**src/rtl/rxaf_pkg.sv**
```systemverilog
package rxaf_pkg;

  // Filter position within the received stream
  typedef enum logic [1:0] {
    ST_IDLE = 2'd0,  // outside any frame
    ST_ADDR = 2'd1,  // frame open, waiting for the address byte
    ST_PASS = 2'd2,  // frame accepted, forwarding bytes
    ST_DROP = 2'd3   // frame rejected, discarding until next flag
  } rxaf_state_e;

endpackage

```
**src/rtl/rxaf_rst_sync.sv**
```systemverilog
module rxaf_rst_sync #(
  parameter int STAGES = 2
) (
  input  logic clk,
  input  logic arst_n,
  output logic srst_n
);

  logic [STAGES-1:0] chain_q;
  logic [STAGES-1:0] chain_d;

  always_comb begin
    chain_d = {chain_q[STAGES-2:0], 1'b1};
  end

  always_ff @(posedge clk or negedge arst_n) begin
    if (!arst_n) chain_q <= '0;
    else         chain_q <= chain_d;
  end

  assign srst_n = chain_q[STAGES-1];

endmodule

```
**src/rtl/rxaf_cfg_snap.sv**
```systemverilog
module rxaf_cfg_snap #(
  parameter int DATA_W = 8
) (
  input  logic              clk,
  input  logic              rst_n,
  input  logic              snap_en,
  input  logic [DATA_W-1:0] match_i,
  input  logic              enable_i,
  output logic [DATA_W-1:0] match_q,
  output logic              enable_q
);

  logic [DATA_W-1:0] match_d;
  logic              enable_d;

  always_comb begin
    match_d  = match_q;
    enable_d = enable_q;
    if (snap_en) begin
      match_d  = match_i;
      enable_d = enable_i;
    end
  end

  always_ff @(posedge clk or negedge rst_n) begin
    if (!rst_n) begin
      match_q  <= '0;
      enable_q <= 1'b0;
    end else begin
      match_q  <= match_d;
      enable_q <= enable_d;
    end
  end

endmodule

```
**src/rtl/rxaf_fsm.sv**
```systemverilog
module rxaf_fsm
  import rxaf_pkg::*;
#(
  parameter int DATA_W = 8
) (
  input  logic              clk,
  input  logic              rst_n,
  input  logic              in_sof,
  input  logic              in_abort,
  input  logic              in_eof,
  input  logic              in_valid,
  input  logic [DATA_W-1:0] in_data,
  input  logic [DATA_W-1:0] snap_match,
  input  logic              snap_enable,
  output rxaf_state_e       state_o,
  output logic              ev_byte_o,
  output logic              wr_o,
  output logic              acc_o,
  output logic              rej_o
);

  localparam logic [DATA_W-1:0] BCAST = {DATA_W{1'b1}};

  rxaf_state_e state_q, state_d;
  logic ev_abort, ev_eof, ev_byte, addr_hit;

  // Priority: flag, then abort, then close, then byte
  always_comb begin
    ev_abort = !in_sof && in_abort;
    ev_eof   = !in_sof && !in_abort && in_eof;
    ev_byte  = !in_sof && !in_abort && !in_eof && in_valid;
    addr_hit = !snap_enable || (in_data == snap_match) || (in_data == BCAST);
  end

  always_comb begin
    state_d = state_q;
    wr_o    = 1'b0;
    acc_o   = 1'b0;
    rej_o   = 1'b0;
    if (in_sof) begin
      state_d = ST_ADDR;
    end else begin
      unique case (state_q)
        ST_IDLE: ;
        ST_ADDR: begin
          if (ev_abort) state_d = ST_ADDR;
          else if (ev_eof) begin
            state_d = ST_IDLE;
            rej_o   = 1'b1;
          end else if (ev_byte) begin
            state_d = addr_hit ? ST_PASS : ST_DROP;
            wr_o    = addr_hit;
          end
        end
        ST_PASS: begin
          if (ev_abort) state_d = ST_ADDR;
          else if (ev_eof) begin
            state_d = ST_IDLE;
            acc_o   = 1'b1;
          end else if (ev_byte) wr_o = 1'b1;
        end
        ST_DROP: begin
          if (ev_abort) state_d = ST_ADDR;
          else if (ev_eof) begin
            state_d = ST_IDLE;
            rej_o   = 1'b1;
          end
        end
        default: state_d = ST_IDLE;
      endcase
    end
  end

  always_ff @(posedge clk or negedge rst_n) begin
    if (!rst_n) state_q <= ST_IDLE;
    else        state_q <= state_d;
  end

  assign state_o   = state_q;
  assign ev_byte_o = ev_byte;

endmodule

```
**src/rtl/rxaf_out_reg.sv**
```systemverilog
module rxaf_out_reg #(
  parameter int DATA_W = 8
) (
  input  logic              clk,
  input  logic              rst_n,
  input  logic              wr_i,
  input  logic [DATA_W-1:0] data_i,
  input  logic              acc_i,
  input  logic              rej_i,
  output logic              wr_q,
  output logic [DATA_W-1:0] data_q,
  output logic              acc_q,
  output logic              rej_q
);

  logic [DATA_W-1:0] data_d;

  // Data register only loads on a write
  always_comb begin
    data_d = wr_i ? data_i : data_q;
  end

  always_ff @(posedge clk or negedge rst_n) begin
    if (!rst_n) begin
      wr_q   <= 1'b0;
      data_q <= '0;
      acc_q  <= 1'b0;
      rej_q  <= 1'b0;
    end else begin
      wr_q   <= wr_i;
      data_q <= data_d;
      acc_q  <= acc_i;
      rej_q  <= rej_i;
    end
  end

endmodule

```
**src/rtl/rx_addr_filter.sv**
```systemverilog
module rx_addr_filter
  import rxaf_pkg::*;
#(
  parameter int DATA_W      = 8,
  parameter int SYNC_STAGES = 2
) (
  input  logic              clk,
  input  logic              rst_n,
  input  logic [DATA_W-1:0] cfg_match,
  input  logic              cfg_enable,
  input  logic              in_sof,
  input  logic              in_abort,
  input  logic              in_eof,
  input  logic              in_valid,
  input  logic [DATA_W-1:0] in_data,
  output logic              buf_wr,
  output logic [DATA_W-1:0] buf_data,
  output logic              frm_accept,
  output logic              frm_reject
);

  localparam logic [DATA_W-1:0] BCAST = {DATA_W{1'b1}};

  logic              srst_n;
  logic [DATA_W-1:0] snap_match;
  logic              snap_enable;
  rxaf_state_e       state;
  logic              ev_byte, wr_c, acc_c, rej_c;

  rxaf_rst_sync #(.STAGES(SYNC_STAGES)) u_rst (
    .clk(clk), .arst_n(rst_n), .srst_n(srst_n)
  );

  rxaf_cfg_snap #(.DATA_W(DATA_W)) u_snap (
    .clk(clk), .rst_n(srst_n), .snap_en(in_sof),
    .match_i(cfg_match), .enable_i(cfg_enable),
    .match_q(snap_match), .enable_q(snap_enable)
  );

  rxaf_fsm #(.DATA_W(DATA_W)) u_fsm (
    .clk(clk), .rst_n(srst_n),
    .in_sof(in_sof), .in_abort(in_abort), .in_eof(in_eof),
    .in_valid(in_valid), .in_data(in_data),
    .snap_match(snap_match), .snap_enable(snap_enable),
    .state_o(state), .ev_byte_o(ev_byte),
    .wr_o(wr_c), .acc_o(acc_c), .rej_o(rej_c)
  );

  rxaf_out_reg #(.DATA_W(DATA_W)) u_out (
    .clk(clk), .rst_n(srst_n),
    .wr_i(wr_c), .data_i(in_data), .acc_i(acc_c), .rej_i(rej_c),
    .wr_q(buf_wr), .data_q(buf_data), .acc_q(frm_accept), .rej_q(frm_reject)
  );

  AST_STATUS_EXCL: assert property (@(posedge clk) disable iff (!srst_n)
    !(frm_accept && frm_reject)) else $error("accept and reject together");

  AST_STATUS_AFTER_CLOSE: assert property (@(posedge clk) disable iff (!srst_n)
    (frm_accept || frm_reject) |-> $past(in_eof && !in_sof && !in_abort)) else $error("status without close");

  AST_WR_NEEDS_BYTE: assert property (@(posedge clk) disable iff (!srst_n)
    buf_wr |-> $past(in_valid && !in_sof && !in_abort && !in_eof)) else $error("write without byte");

  AST_WR_DATA_ECHO: assert property (@(posedge clk) disable iff (!srst_n)
    buf_wr |-> (buf_data == $past(in_data))) else $error("write data mismatch");

  AST_DROP_SILENT: assert property (@(posedge clk) disable iff (!srst_n)
    (state == ST_DROP && ev_byte) |=> !buf_wr) else $error("dropped frame wrote");

  AST_IDLE_SILENT: assert property (@(posedge clk) disable iff (!srst_n)
    (state == ST_IDLE && !in_sof) |=> (!buf_wr && !frm_accept && !frm_reject)) else $error("activity outside frame");

  AST_BCAST_PASS: assert property (@(posedge clk) disable iff (!srst_n)
    (state == ST_ADDR && ev_byte && in_data == BCAST) |=> buf_wr) else $error("broadcast not written");

  AST_EMPTY_REJECT: assert property (@(posedge clk) disable iff (!srst_n)
    (state == ST_ADDR && !in_sof && !in_abort && in_eof) |=> (frm_reject && !buf_wr)) else $error("empty frame not rejected");

endmodule

```
**config.mk**
```make
export PLATFORM = sky130hd
export DESIGN_NAME = rx_addr_filter
export DESIGN_NICKNAME = d
export VERILOG_FILES = /design/src/rtl/rxaf_pkg.sv /design/src/rtl/rxaf_rst_sync.sv /design/src/rtl/rxaf_cfg_snap.sv /design/src/rtl/rxaf_fsm.sv /design/src/rtl/rxaf_out_reg.sv /design/src/rtl/rx_addr_filter.sv
export SDC_FILE = /design/constraint.sdc
export NUM_CORES = 1
export LEC_CHECK = 0
export CAP_MARGIN = 5
export CORE_MARGIN = 4
export CORE_UTILIZATION = 42
export DETAILED_ROUTE_END_ITERATION = 8
export PLACE_DENSITY = 0.8
export SYNTH_ARGS = -nofsm -noshare
export SYNTH_HDL_FRONTEND = slang
export SYNTH_HIERARCHICAL = 1
export SYNTH_SLANG_ARGS = --single-unit
export TNS_END_PERCENT = 10
```
**constraint.sdc**
```tcl
create_clock -name clk -period 0.8 [get_ports clk]
set_clock_uncertainty 0.05 [all_clocks]
set_input_delay 0.16 -clock clk [delete_from_list [all_inputs] [get_ports clk]]
set_output_delay 0.16 -clock clk [all_outputs]
set_load 0.005 [all_outputs]
```
==> qor.yml <==
placed_design:
  gp_congestion: 0.8154
  place_ws_ns: -1.213
  dp_cells: 165
  io_buffers: 33
  dpl_cell_area_sq_um: 1669
critical_path:
  worstPathMaxFanout: 5
  path_depth: 7
  critPathTopFamily: "flip-flops"
  worstSetupPathType: "reg -> reg"
  critPathCaptureType: "register"
  crit_slowest_cell: "dfrtp_2"
  slowest_delay_ns: 0.47
  crit_arrival_ns: 1.97
  start_kind: "register"
  worstPathRequired_ns: 0.97
  reg2regPathDepth: 7
  crit_buf_inv: 2
  crit_chain: "inv_2 > ha_4 > a21oi_2 > nor3b_4 > o31a_1 > buf_6 > mux2_4"
clocking:
  cts_root_buf: "clkbuf_4"
  clock_latency_ns: 0.32
  clock_path_buffers: 2
  cts_tree: "done"
  cts_buffers: 3
  cts_htree_levels: 1
  path_clk_slew_ns: 0.13
  cts.sink_count: 24
global_route:
  grt_pass1_wl_um: 4864
  grt_use_total_pct: 18.51
  grt_pass1_vias: 1035
  grt_overflow: 0
  antenna_found_initial: 0
  grt_max_degree: 14
floorplanning:
  core_area_sq_um: 2567
  num_rows: 18
  io_pins: 34
  start_util_pct: 45.42
  dieArea_sq_um: 3683
  fp.dieW_um: 60.69
  die_y_um: 60.69
power_and_ir_drop:
  irDropWorstVdd_mv: 1.552
  p_leak_nw: 0.8609
  power_mw: 3.160
  power_density_nw_per_um2: 1708
routing:
  routed_wl_um: 3227
  drc: 0
  avgViaCountPerCell: 5.104
  post_drt_wl_per_cell_um: 17.63
  drtIter0Drc: 25
  first_pass_iters: 4
  ant_nets: 0
  vias: 934
timing:
  maxSlewViolCount: 0
  fin_crit_sh_pct: 225.5
  hold_viol: 0
  whs_ns: 0.1387
  fin_ws_ns: -1.004
  finalSetupViolCount: 33
  clock.fmax_mhz: 554.4
  min_period_ns: 1.804
  grt_setup_unrepaired: "true"
cells_and_area:
  syn2layout_area_growth_pct: 58.69
  finalNetCount: 180
  final_common_cell: "buf_4"
  diodes: 0
  mostFrequentLayoutCells: "27 x buf_4, 22 x dfrtp_1, 21 x clkdlybuf4s50_1, 17 x mux2_4, 9 x clkbuf_2"
  final_layout_size_suffix_gt1_share_pct: 51.63
  final_area_sq_um: 1851
  fillers: 189
  layoutNonFillerInstCount: 183
synthesis:
  synth_warnings: 6
  ys_seq_area_share_pct: 51.50
  synth.ff_latch_count: 24
  synth_cell_types: 24
  avgSynthCellArea_sq_um: 14.05
  synth_nets: 109
  synthesis.area_sq_um: 1166
  netlist_instances: 83
status:
  status: "finished with violations"
  violations: "negative setup slack"
flow_run:
  maxCapViolCount: 0
min_path:
  holdCritPathClass: "reg -> async"
-- flip-flops by register name (all words and copies together) (netlist names) --
| name | count |
|---|---|
| u_snap/enable_q | 1 |
| u_out/rej_q | 1 |
| u_out/acc_q | 1 |
| u_out/data_q | 8 |
| u_rst/chain_q | 2 |
| u_fsm/state_o | 2 |
| u_out/wr_q | 1 |
| u_snap/match_q | 8 |
-- metrics by stage --
stage | utilization, % | TNS [ns]
6_report | 72.08 | -15.02
3_5_place_dp | 65.01 | -21.10
4_1_cts | 71.69 | -15.14
2_1_floorplan | - | -8.406
5_1_grt | 72.08 | -16.29
3_3_place_gp | 65.01 | -20.34
-- cells in the mapped netlist (all sizes together) --
| cell type | number | area [sq um] |
|---|---|---|
| dfrtp | 24 | 600.6 |
| mux2 | 17 | 255.2 |
| xnor2 | 8 | 70.07 |
| nand4 | 4 | 25.02 |
| ha | 3 | 37.54 |
| nor2 | 3 | 11.26 |
| nor3 | 3 | 15.01 |
| a21oi | 2 | 10.01 |
| buf | 2 | 22.52 |
| inv | 2 | 7.510 |
| nor3b | 2 | 20.02 |
| o21ai | 2 | 10.01 |
| a21boi | 1 | 7.510 |
| and2 | 1 | 7.510 |
| and3 | 1 | 6.260 |
| conb | 1 | 3.750 |
| nand2b | 1 | 6.260 |
| nor2b | 1 | 6.260 |
| o211a | 1 | 10.01 |
| o211ai | 1 | 7.510 |
| o21bai | 1 | 7.510 |
| o31a | 1 | 8.760 |
| o32a | 1 | 10.01 |
-- routing by layer --
layer	share of wire [%]	GRT usage [%]	vias up
met4	2.8	9.598	0
met5	0	0	-
met1	36	19.84	460
li1	-	-	433
met3	4.9	5.319	9
met2	56	32.82	32
-- where the power goes --
group	internal [mW]	leakage, nW	switching, mW	total, mW
logic	0.660	0.546	0.329	0.990
registers	1.39	0.294	0.130	1.52
clock network	0.279	0.0210	0.371	0.650
total	2.33	0.861	0.830	3.16
-- what timing repair did --
action | 4_1_cts | 5_1_grt
endpoints found under the setup margin | 33 | 33
resized for setup | 44 | 16
hold buffers | 1 | 0
endpoints found under the hold margin | 2 | 0
setup buffers | 10 | 3
-- layout make-up --
type                            instances  area (sq um)  share of cell area (%)
Sequential cell                        24         603.1                   32.59
Multi-Input combinational cell         55         596.8                   32.25
Inverter                                2         7.507                  0.4057
Clock buffer                            4         36.28                   1.961
Timing Repair Buffer                   68         569.3                   30.76
Tap cell                               30         37.54                   2.028
-- path summary, 6_finish.rpt --
check	slack, ns	endpoint	start
max in group asynchronous	0.11	u_rst/chain_q[1]	rst_n
hold reg to reg	0.14	u_out/data_q[2]	u_rst/chain_q[1]
setup reg to reg	-1.00	u_out/data_q[4]	u_fsm/state_o[1]
hold / removal	0.14	u_out/data_q[2]	u_rst/chain_q[1]
setup / recovery	-1.00	u_out/data_q[4]	u_fsm/state_o[1]
min in group clk	0.32	u_rst/chain_q[1]	u_rst/chain_q[0]
-- kinds of logic after synthesis --
kind of cell	count (synthesis)	synth area share [%]
adder cells (fa/ha/maj)	3	3.219
AND/OR/NAND/NOR	16	8.370
other	1	0.3216
XOR/XNOR	8	6.009
multiplexers	17	21.89
AO/OA/AOI/OAI	10	6.117
flip-flops	24	51.50
buffers and inverters	4	2.575
(Power assumes the default switching activity.)
